**config.mk**
```make
export PLATFORM = sky130hd
export DESIGN_NAME = i2c_txn_seq
export DESIGN_NICKNAME = d
export VERILOG_FILES = /design/src/rtl/i2c_seq_pkg.sv /design/src/rtl/i2c_byte_fifo.sv /design/src/rtl/i2c_seq_fsm.sv /design/src/rtl/i2c_txn_seq.sv
export SDC_FILE = /design/constraint.sdc
export NUM_CORES = 1
export LEC_CHECK = 0
export CAP_MARGIN = 5
export CORE_UTILIZATION = 35
export CTS_CLUSTER_SIZE = 10
export DETAILED_ROUTE_END_ITERATION = 12
export DONT_BUFFER_PORTS = 1
export PLACE_DENSITY_LB_ADDON = 0.3
export SLEW_MARGIN = 15
export SYNTH_ARGS = -nofsm -noshare
export SYNTH_HDL_FRONTEND = slang
export SYNTH_SLANG_ARGS = --single-unit
```
**constraint.sdc**
```tcl
create_clock -name clk -period 5 [get_ports clk]
set_input_delay 1 -clock clk [delete_from_list [all_inputs] [get_ports clk]]
set_output_delay 1 -clock clk [all_outputs]
set_load 0.05 [all_outputs]
```
**src/rtl/i2c_seq_pkg.sv**
```systemverilog
package i2c_seq_pkg;

  localparam int CNT_W = 8;

  typedef enum logic [2:0] {
    OP_NONE   = 3'd0,
    OP_START  = 3'd1,
    OP_RSTART = 3'd2,
    OP_WRITE  = 3'd3,
    OP_READ   = 3'd4,
    OP_STOP   = 3'd5
  } op_e;

  typedef enum logic [2:0] {
    S_IDLE, S_START, S_ADDR, S_RSTART, S_ADDR2, S_DATA, S_STOP, S_FIN
  } seq_st_e;

  // command word layout (bit positions decoded by the register bank)
  typedef struct packed {
    logic       fifo_mode;   // 15
    logic [2:0] rsvd;        // 14:12
    logic       master;      // 11
    logic       stop_en;     // 10
    logic       last_nack;   // 9
    logic       cnt_en;      // 8
    logic [2:0] post_len;    // 7:5
    logic       restart;     // 4
    logic [2:0] addr_len;    // 3:1
    logic       start;       // 0
  } cmd_t;

  // address-phase length: a zero field still sends the slave address
  function automatic logic [CNT_W-1:0] phase_len(input logic [2:0] fld);
    return (fld == 3'd0) ? CNT_W'(1) : CNT_W'(fld);
  endfunction

  // data-phase length with count enable and the transfer cap
  function automatic logic [CNT_W-1:0] data_len(input logic en,
                                                input logic [CNT_W-1:0] dc,
                                                input logic [CNT_W-1:0] cap);
    if (!en)           return '0;
    else if (dc > cap) return cap;
    else               return dc;
  endfunction

endpackage

```
**src/rtl/i2c_byte_fifo.sv**
```systemverilog
module i2c_byte_fifo #(
  parameter int W     = 8,
  parameter int DEPTH = 8
) (
  input  logic         clk,
  input  logic         rst_n,
  input  logic         flush,
  input  logic         push,
  input  logic [W-1:0] din,
  input  logic         pop,
  output logic [W-1:0] head,
  output logic         empty,
  output logic         full
);
  localparam int AW = $clog2(DEPTH);
  localparam logic [AW:0] FULL_CNT = (AW+1)'(DEPTH);

  logic [W-1:0]  mem [DEPTH];
  logic [AW-1:0] wp, rp;
  logic [AW:0]   cnt;
  logic          do_push, do_pop;

  assign empty   = (cnt == '0);
  assign full    = (cnt == FULL_CNT);
  assign do_push = push && !full;
  assign do_pop  = pop && !empty;
  assign head    = mem[rp];

  always_ff @(posedge clk) begin
    if (do_push && !flush) mem[wp] <= din;
  end

  always_ff @(posedge clk or negedge rst_n) begin
    if (!rst_n) begin
      wp <= '0; rp <= '0; cnt <= '0;
    end else if (flush) begin
      wp <= '0; rp <= '0; cnt <= '0;
    end else begin
      if (do_push) wp <= wp + 1'b1;
      if (do_pop)  rp <= rp + 1'b1;
      case ({do_push, do_pop})
        2'b10:   cnt <= cnt + 1'b1;
        2'b01:   cnt <= cnt - 1'b1;
        default: cnt <= cnt;
      endcase
    end
  end

  AST_FIFO_BOUND: assert property (@(posedge clk) disable iff (!rst_n)
    cnt <= FULL_CNT);
  AST_FLUSH_EMPTY: assert property (@(posedge clk) disable iff (!rst_n)
    flush |=> empty);

endmodule

```
**src/rtl/i2c_seq_fsm.sv**
```systemverilog
module i2c_seq_fsm
  import i2c_seq_pkg::*;
#(
  parameter int MAX_DATA = 240
) (
  input  logic             clk,
  input  logic             rst_n,
  input  logic             enable,
  input  logic             cmd_wr,
  input  logic [15:0]      cmd_word,
  input  logic [CNT_W-1:0] data_count,
  input  logic             nack_ignore,
  input  logic             sw_stop,
  input  logic             irq_clr,
  input  logic             tx_empty,
  input  logic [7:0]       tx_head,
  output logic             tx_pop,
  output logic             rx_push,
  output logic [7:0]       rx_wdata,
  output logic             op_req,
  output logic [2:0]       op_code,
  output logic [7:0]       op_wdata,
  output logic             op_send_ack,
  input  logic             op_done,
  input  logic [7:0]       op_rdata,
  input  logic             op_nack,
  input  logic             op_arb_lost,
  input  logic             op_bus_err,
  output logic             bus_busy,
  output logic             rx_nack,
  output logic             bus_err,
  output logic             arb_lost,
  output logic             irq_pending
);
  localparam logic [CNT_W-1:0] CAP = CNT_W'(MAX_DATA);

  seq_st_e          state;
  cmd_t             cmd_in;
  logic             restart_q, last_nack_q, stop_q;
  logic [2:0]       alen_q, post_q;
  logic [CNT_W-1:0] dlen_q, cnt;
  logic             rw_q, first_q, stop_pend;

  // named internal events
  logic    accept, fire, wr_nack, fault, last_byte;
  seq_st_e end_state, data_entry;
  logic    cmd_unused;

  assign cmd_in     = cmd_t'(cmd_word);
  assign cmd_unused = ^cmd_in.rsvd;
  assign accept     = (state == S_IDLE) && cmd_wr && cmd_in.start &&
                      cmd_in.master && cmd_in.fifo_mode;
  assign fire       = op_req && op_done;
  assign wr_nack    = op_nack && (op_code == OP_WRITE) && !nack_ignore;
  assign fault      = op_arb_lost || op_bus_err;
  assign last_byte  = (cnt == CNT_W'(1));
  assign end_state  = stop_q ? S_STOP : S_FIN;
  assign data_entry = (dlen_q == '0) ? end_state : S_DATA;

  always_comb begin
    op_req      = 1'b0;
    op_code     = OP_NONE;
    op_wdata    = 8'h00;
    op_send_ack = 1'b1;
    case (state)
      S_START:  begin op_req = 1'b1; op_code = OP_START; end
      S_RSTART: begin op_req = 1'b1; op_code = OP_RSTART; end
      S_STOP:   begin op_req = 1'b1; op_code = OP_STOP; end
      S_ADDR, S_ADDR2: begin
        op_req = !tx_empty; op_code = OP_WRITE; op_wdata = tx_head;
      end
      S_DATA: begin
        if (rw_q) begin
          op_req = 1'b1; op_code = OP_READ;
          op_send_ack = !(last_nack_q && last_byte);
        end else begin
          op_req = !tx_empty; op_code = OP_WRITE; op_wdata = tx_head;
        end
      end
      default: ;
    endcase
  end

  assign tx_pop   = fire && (op_code == OP_WRITE);
  assign rx_push  = fire && (op_code == OP_READ);
  assign rx_wdata = op_rdata;

  always_ff @(posedge clk or negedge rst_n) begin
    if (!rst_n) begin
      state <= S_IDLE; restart_q <= 1'b0; last_nack_q <= 1'b0; stop_q <= 1'b0;
      alen_q <= '0; post_q <= '0; dlen_q <= '0; cnt <= '0;
      rw_q <= 1'b0; first_q <= 1'b0; stop_pend <= 1'b0;
      bus_busy <= 1'b0; rx_nack <= 1'b0; bus_err <= 1'b0; arb_lost <= 1'b0;
      irq_pending <= 1'b0;
    end else if (!enable) begin
      state <= S_IDLE; bus_busy <= 1'b0; stop_pend <= 1'b0;
      if (irq_clr) irq_pending <= 1'b0;
    end else begin
      if (irq_clr) irq_pending <= 1'b0;
      if (sw_stop && state != S_IDLE && state != S_STOP && state != S_FIN)
        stop_pend <= 1'b1;
      case (state)
        S_IDLE: begin
          if (accept) begin
            restart_q <= cmd_in.restart; alen_q <= cmd_in.addr_len;
            post_q <= cmd_in.post_len; last_nack_q <= cmd_in.last_nack;
            stop_q <= cmd_in.stop_en;
            dlen_q <= data_len(cmd_in.cnt_en, data_count, CAP);
            rx_nack <= 1'b0; bus_err <= 1'b0; arb_lost <= 1'b0;
            state <= S_START;
          end else if (sw_stop && bus_busy) begin
            state <= S_STOP;
          end
        end
        S_FIN: begin
          irq_pending <= 1'b1;
          stop_pend   <= 1'b0;
          state       <= S_IDLE;
        end
        default: begin
          if (fire) begin
            if (state == S_START) bus_busy <= 1'b1;
            if (op_arb_lost) begin
              arb_lost <= 1'b1; bus_busy <= 1'b0; state <= S_FIN;
            end else if (op_bus_err) begin
              bus_err <= 1'b1; bus_busy <= 1'b0; state <= S_FIN;
            end else if (wr_nack) begin
              rx_nack <= 1'b1; state <= S_STOP;
            end else if (state == S_STOP) begin
              bus_busy <= 1'b0; state <= S_FIN;
            end else if (stop_pend) begin
              state <= S_STOP;
            end else begin
              case (state)
                S_START: begin
                  cnt <= restart_q ? phase_len(alen_q) : CNT_W'(1);
                  first_q <= 1'b1; state <= S_ADDR;
                end
                S_ADDR, S_ADDR2: begin
                  first_q <= 1'b0;
                  if (first_q) rw_q <= op_wdata[0];
                  cnt <= cnt - 1'b1;
                  if (last_byte) begin
                    if (state == S_ADDR && restart_q) begin
                      state <= S_RSTART;
                    end else begin
                      state <= data_entry; cnt <= dlen_q;
                    end
                  end
                end
                S_RSTART: begin
                  cnt <= phase_len(post_q); first_q <= 1'b1; state <= S_ADDR2;
                end
                S_DATA: begin
                  cnt <= cnt - 1'b1;
                  if (last_byte) state <= end_state;
                end
                default: state <= S_IDLE;
              endcase
            end
          end else if (stop_pend && !op_req && state != S_STOP) begin
            state <= S_STOP;
          end
        end
      endcase
    end
  end

  AST_DATA_BOUND: assert property (@(posedge clk) disable iff (!rst_n)
    (state == S_DATA) |-> (cnt != '0 && cnt <= CAP));
  AST_READ_NACK_LAST: assert property (@(posedge clk) disable iff (!rst_n)
    (op_req && op_code == OP_READ && !op_send_ack) |-> (last_byte && last_nack_q));
  AST_BUSY_ON_START: assert property (@(posedge clk) disable iff (!rst_n)
    (enable && fire && op_code == OP_START && !fault) |=> bus_busy);
  AST_NACK_STOP: assert property (@(posedge clk) disable iff (!rst_n)
    (enable && fire && wr_nack && !fault) |=> (state == S_STOP && rx_nack));
  AST_FAULT_RELEASE: assert property (@(posedge clk) disable iff (!rst_n)
    (enable && fire && fault) |=> (!bus_busy && state == S_FIN));
  AST_IRQ_HOLD: assert property (@(posedge clk) disable iff (!rst_n)
    (irq_pending && !irq_clr) |=> irq_pending);

endmodule

```
**src/rtl/i2c_txn_seq.sv**
```systemverilog
module i2c_txn_seq
  import i2c_seq_pkg::*;
#(
  parameter int FIFO_DEPTH = 8,
  parameter int MAX_DATA   = 240
) (
  input  logic             clk,
  input  logic             rst_n,
  input  logic             enable,
  input  logic             cmd_wr,
  input  logic [15:0]      cmd_word,
  input  logic [CNT_W-1:0] data_count,
  input  logic             nack_ignore,
  input  logic             sw_stop,
  input  logic             irq_clr,
  input  logic             tx_push,
  input  logic [7:0]       tx_data,
  input  logic             tx_flush,
  output logic             tx_full,
  input  logic             rx_pop,
  input  logic             rx_flush,
  output logic [7:0]       rx_data,
  output logic             rx_not_empty,
  output logic             op_req,
  output logic [2:0]       op_code,
  output logic [7:0]       op_wdata,
  output logic             op_send_ack,
  input  logic             op_done,
  input  logic [7:0]       op_rdata,
  input  logic             op_nack,
  input  logic             op_arb_lost,
  input  logic             op_bus_err,
  output logic             bus_busy,
  output logic             rx_nack,
  output logic             bus_err,
  output logic             arb_lost,
  output logic             irq
);
  logic       tx_empty, tx_pop, rx_push, rx_empty, rx_full_unused;
  logic [7:0] tx_head, rx_wdata;

  i2c_byte_fifo #(.W(8), .DEPTH(FIFO_DEPTH)) i_txq (
    .clk(clk), .rst_n(rst_n), .flush(tx_flush),
    .push(tx_push), .din(tx_data), .pop(tx_pop),
    .head(tx_head), .empty(tx_empty), .full(tx_full));

  i2c_byte_fifo #(.W(8), .DEPTH(FIFO_DEPTH)) i_rxq (
    .clk(clk), .rst_n(rst_n), .flush(rx_flush),
    .push(rx_push), .din(rx_wdata), .pop(rx_pop),
    .head(rx_data), .empty(rx_empty), .full(rx_full_unused));

  assign rx_not_empty = !rx_empty;

  i2c_seq_fsm #(.MAX_DATA(MAX_DATA)) i_fsm (
    .clk(clk), .rst_n(rst_n), .enable(enable),
    .cmd_wr(cmd_wr), .cmd_word(cmd_word), .data_count(data_count),
    .nack_ignore(nack_ignore), .sw_stop(sw_stop), .irq_clr(irq_clr),
    .tx_empty(tx_empty), .tx_head(tx_head), .tx_pop(tx_pop),
    .rx_push(rx_push), .rx_wdata(rx_wdata),
    .op_req(op_req), .op_code(op_code), .op_wdata(op_wdata),
    .op_send_ack(op_send_ack), .op_done(op_done), .op_rdata(op_rdata),
    .op_nack(op_nack), .op_arb_lost(op_arb_lost), .op_bus_err(op_bus_err),
    .bus_busy(bus_busy), .rx_nack(rx_nack), .bus_err(bus_err),
    .arb_lost(arb_lost), .irq_pending(irq));

  AST_REQ_STABLE: assert property (@(posedge clk) disable iff (!rst_n)
    (op_req && !op_done && enable && !tx_flush) |=>
      (!enable || (op_req && $stable(op_code) && $stable(op_wdata))));
  AST_DISABLE_IDLE: assert property (@(posedge clk) disable iff (!rst_n)
    !enable |=> (!op_req && !bus_busy));

endmodule

```
==> flow_metrics.py <==
metrics = {
    "worst_setup_path": {
        "cp_data_arrival_time_ps": 2590,
        "cp.buffers_inverters": 0,
        "path_cells": "and2b_1 > a21oi_2 > nor2_1",
        "crit_type": "flip-flop to output port",
        "cp-end-kind": "output port",
        "critPathMaxStageDelay_ps": 690,
        "slowest_stage": "dfrtp_1",
        "critical_path.top_delay_family": "simple AND/OR/NAND/NOR gates",
        "critPathRequiredTime_ps": 4000,
        "critPathMaxFanout": 20,
        "start_kind": "flip-flop",
    },
    "synthesis": {
        "yosys.area_share.simple_pct": 11.7,
        "synth.ff_latch_count": 184,
        "yosysMostFrequentCell": "edfxtp_1",
        "synth_area_mm2": 0.00820,
        "synth_fa_ha_area_share_pct": 2.02,
        "synth_nets": 663,
        "avgSynthCellArea_um2": 13.8,
        "synth-compound-area-share_pct": 6.41,
        "ys_seq_area_share_pct": 64.0,
        "ys.flop_type": "edfxtp_1",
        "synth_mux_area_share_pct": 12.0,
        "synthTopCellsByCount": "128 x edfxtp_1, 63 x nand2_1, 63 x nor2_1",
        "ys_warn_count": 0,
        "synth-xor-area-share_pct": 1.82,
        "synthTopCellsByArea": "edfxtp_1 47%, dfrtp_1 17%, mux4_2 8.8%",
        "yosysTopAreaCellShare_pct": 46.9,
        "synthDistinctLibCells": 61,
        "async_flop_share_pct": 30.4,
        "synth_area_leader_cell": "edfxtp_1",
        "synth_edf_count": 128,
        "synthesis.instances": 596,
        "synth_top_family_by_area": "multiplexers",
    },
    "cts": {
        "clk_latency_ps": 430,
        "cts-buffers-inserted": 17,
        "root_buffer": "clkbuf_16",
        "cts_tree": "done",
        "clkTransAtPathRegs_ps": 70,
        "cts_hold_buffers": 0,
        "htreeDepth": 4,
        "cts-resized-gates": 0,
        "clock_path_buffers": 2,
        "clock_sinks": 184,
        "post_cts_buffers": 0,
    },
    "sta": {
        "grt_setup_unrepaired": "false",
        "maxSlewHeadroom_pct": 23.1,
        "setup_tns_ps": 0,
        "hold_viol_final": 0,
        "fmax_ghz": 0.278,
        "min_period_ps": 3590,
        "setup_violations": 0,
        "finalCritPeriodShare_pct": 71.9,
        "clock_skew_ps": 10.8,
        "max_slew.worst_pin.slew_ps": 1150,
        "drv_slew": 0,
    },
    "global_routing": {
        "grt_usage_pct": 15.0,
        "antenna_found_initial": 0,
        "grt_max_degree": 57,
        "grt_pass1_wl_mm": 27.2,
        "grt-ovfl-total": 0,
        "grt_pass1_vias": 4984,
    },
    "finish": {
        "num_antenna_cells": 0,
        "syn2layout_area_growth_pct": 11.3,
        "nets": 662,
        "drive_above_1_share_pct": 15.6,
    },
    "power": {
        "ir_drop_uv": 257,
        "p_int_mw": 2.78,
        "cellPowerDensity_mw_per_mm2": 474,
        "netSwitchingFraction_pct": 35.7,
        "p_switching_mw": 1.55,
        "static-leakage-power_nw": 3.24,
        "p_comb_share_pct": 24.7,
        "seq_power_share_pct": 45.2,
        "design_power_total_mw": 4.33,
        "clkPwrFrac_pct": 30.1,
    },
    "run": {
        "drv_cap": 0,
    },
    "routing": {
        "via_count": 4817,
        "viasPerCell": 5.23,
        "drc": 0,
        "first_iter_violations": 434,
        "first_pass_iters": 4,
        "avgRoutedWirePerCell_um": 18.1,
        "antenna_left": 0,
        "wl_mm": 16.7,
    },
    "place": {
        "io_buffers": 0,
        "place.gp.congestion": 0.839,
        "dpl.hpwl_mm": 11.3,
    },
    "die": {
        "rows": 55,
        "die_height_um": 155,
        "die-area_mm2": 0.0240,
        "pin_count": 83,
        "die_w_um": 155,
        "initial_core_util_pct": 36.0,
        "core_mm2": 0.0228,
    },
    "hold_path": {
        "hold_class": "input pin to asynchronous set/reset pin",
    },
    "outcome": {
        "outcome": "completed",
    },
}
## registers in the layout (all words and copies together) (netlist names), 3 cells and up
name	flops
i_txq.wp	3
i_txq.rp	3
i_rxq.wp	3
i_rxq.cnt	4
i_rxq.rp	3
i_fsm.alen_q	3
i_txq.mem	64
i_fsm.post_q	3
i_fsm.dlen_q	8
i_rxq.mem	64
i_txq.cnt	4
i_fsm.cnt	8
i_fsm.state	3
## power groups by stage
stage          combinational [mW]  sequential, mW  clock (mW)
2_1_floorplan               0.932            1.91           0
3_3_place_gp                 1.05            1.98           0
3_5_place_dp                 1.07            1.99           0
4_1_cts                      1.07            1.96        1.33
5_1_grt                      1.18            1.98        1.39
6_report                     1.07            1.96        1.30
## metal layers
| metal | part of all wire [%] | vias to the layer above | global-route usage, % |
|---|---|---|---|
| met4 | 1.8 | 0 | 6.18 |
| met5 | 0 | - | 0 |
| met3 | 5.0 | 25 | 4.04 |
| met2 | 51 | 102 | 25.4 |
| met1 | 43 | 2454 | 18.0 |
| li1 | - | 2236 | - |
## worst paths after layout
kind / start / endpoint / cells after the start / slack (ps)
worst max-delay path: i_fsm.state[1]$_DFFE_PN0P_ / op_wdata[0] / 3 / 1410
worst min-delay path: rst_n / i_txq.wp[1]$_DFFE_PN0P_ / 0 / 260
worst max register to register: i_fsm.state[1]$_DFFE_PN0P_ / i_fsm.state[0]$_DFFE_PN0P_ / 6 / 1640
worst min register to register: i_fsm.post_q[0]$_DFFE_PN0P_ / i_fsm.post_q[0]$_DFFE_PN0P_ / 2 / 500
max in group asynchronous: rst_n / i_rxq.rp[0]$_DFFE_PN0P_ / 0 / 4580
min in group clk: i_fsm.post_q[0]$_DFFE_PN0P_ / i_fsm.post_q[0]$_DFFE_PN0P_ / 2 / 500
## cells in the final DEF, fill, tap and decap left out, drive strengths merged, types with 5 or more instances in the layout
cell and count:
xnor2 6, nor4 6, mux2 8, ha 10
mux4 32, o31ai 5, clkbuf 18, nand2 63
buf 6, nand2b 7, dfrtp 56, nand3 17
nor3 11, nand4 5, edfxtp 128, mux2i 17
inv 24, xor2 11, nor2 64, o21ai 26
a21oi 25, nor3b 6
## logic make-up (layout without fill, tap and decap cells)
family,after synthesis,after routing
flops,184,184
buf+inv,42,54
mux,57,57
compound gates,82,82
xor+xnor,17,17
simple gates,202,202
fa+ha+maj,12,12
## per-stage QoR
stage	std cells	setup WS (ps)	instance area, µm²	utilization [%]	hold slack [ps]
after global routing	921	1160	9120	40.0	231
after detailed placement	889	1610	8540	37.5	481
after CTS	921	1310	9120	40.0	235
after global placement	889	1640	8540	37.5	464
final	921	1410	9120	40.0	260
after floorplan	596	1910	8200	-	439
## layout make-up
type                            count  area, µm²
Clock buffer                       18        429
Clock inverter                     14        150
Fill cell                        2086      13700
Inverter                           16       60.1
Multi-Input combinational cell    370       2800
Sequential cell                   184       5250
Tap cell                          313        392
Timing Repair Buffer                6       45.0
## worst reg2reg max path: stages (launching register included)
cell and delay, ps:
dfrtp_1 690, and2b_1 360, a21oi_2 660, nor3b_1 270, or3_1 710, o31ai_4 360, mux2i_1 230
No activity file was read; power rests on OpenSTA's default activity.
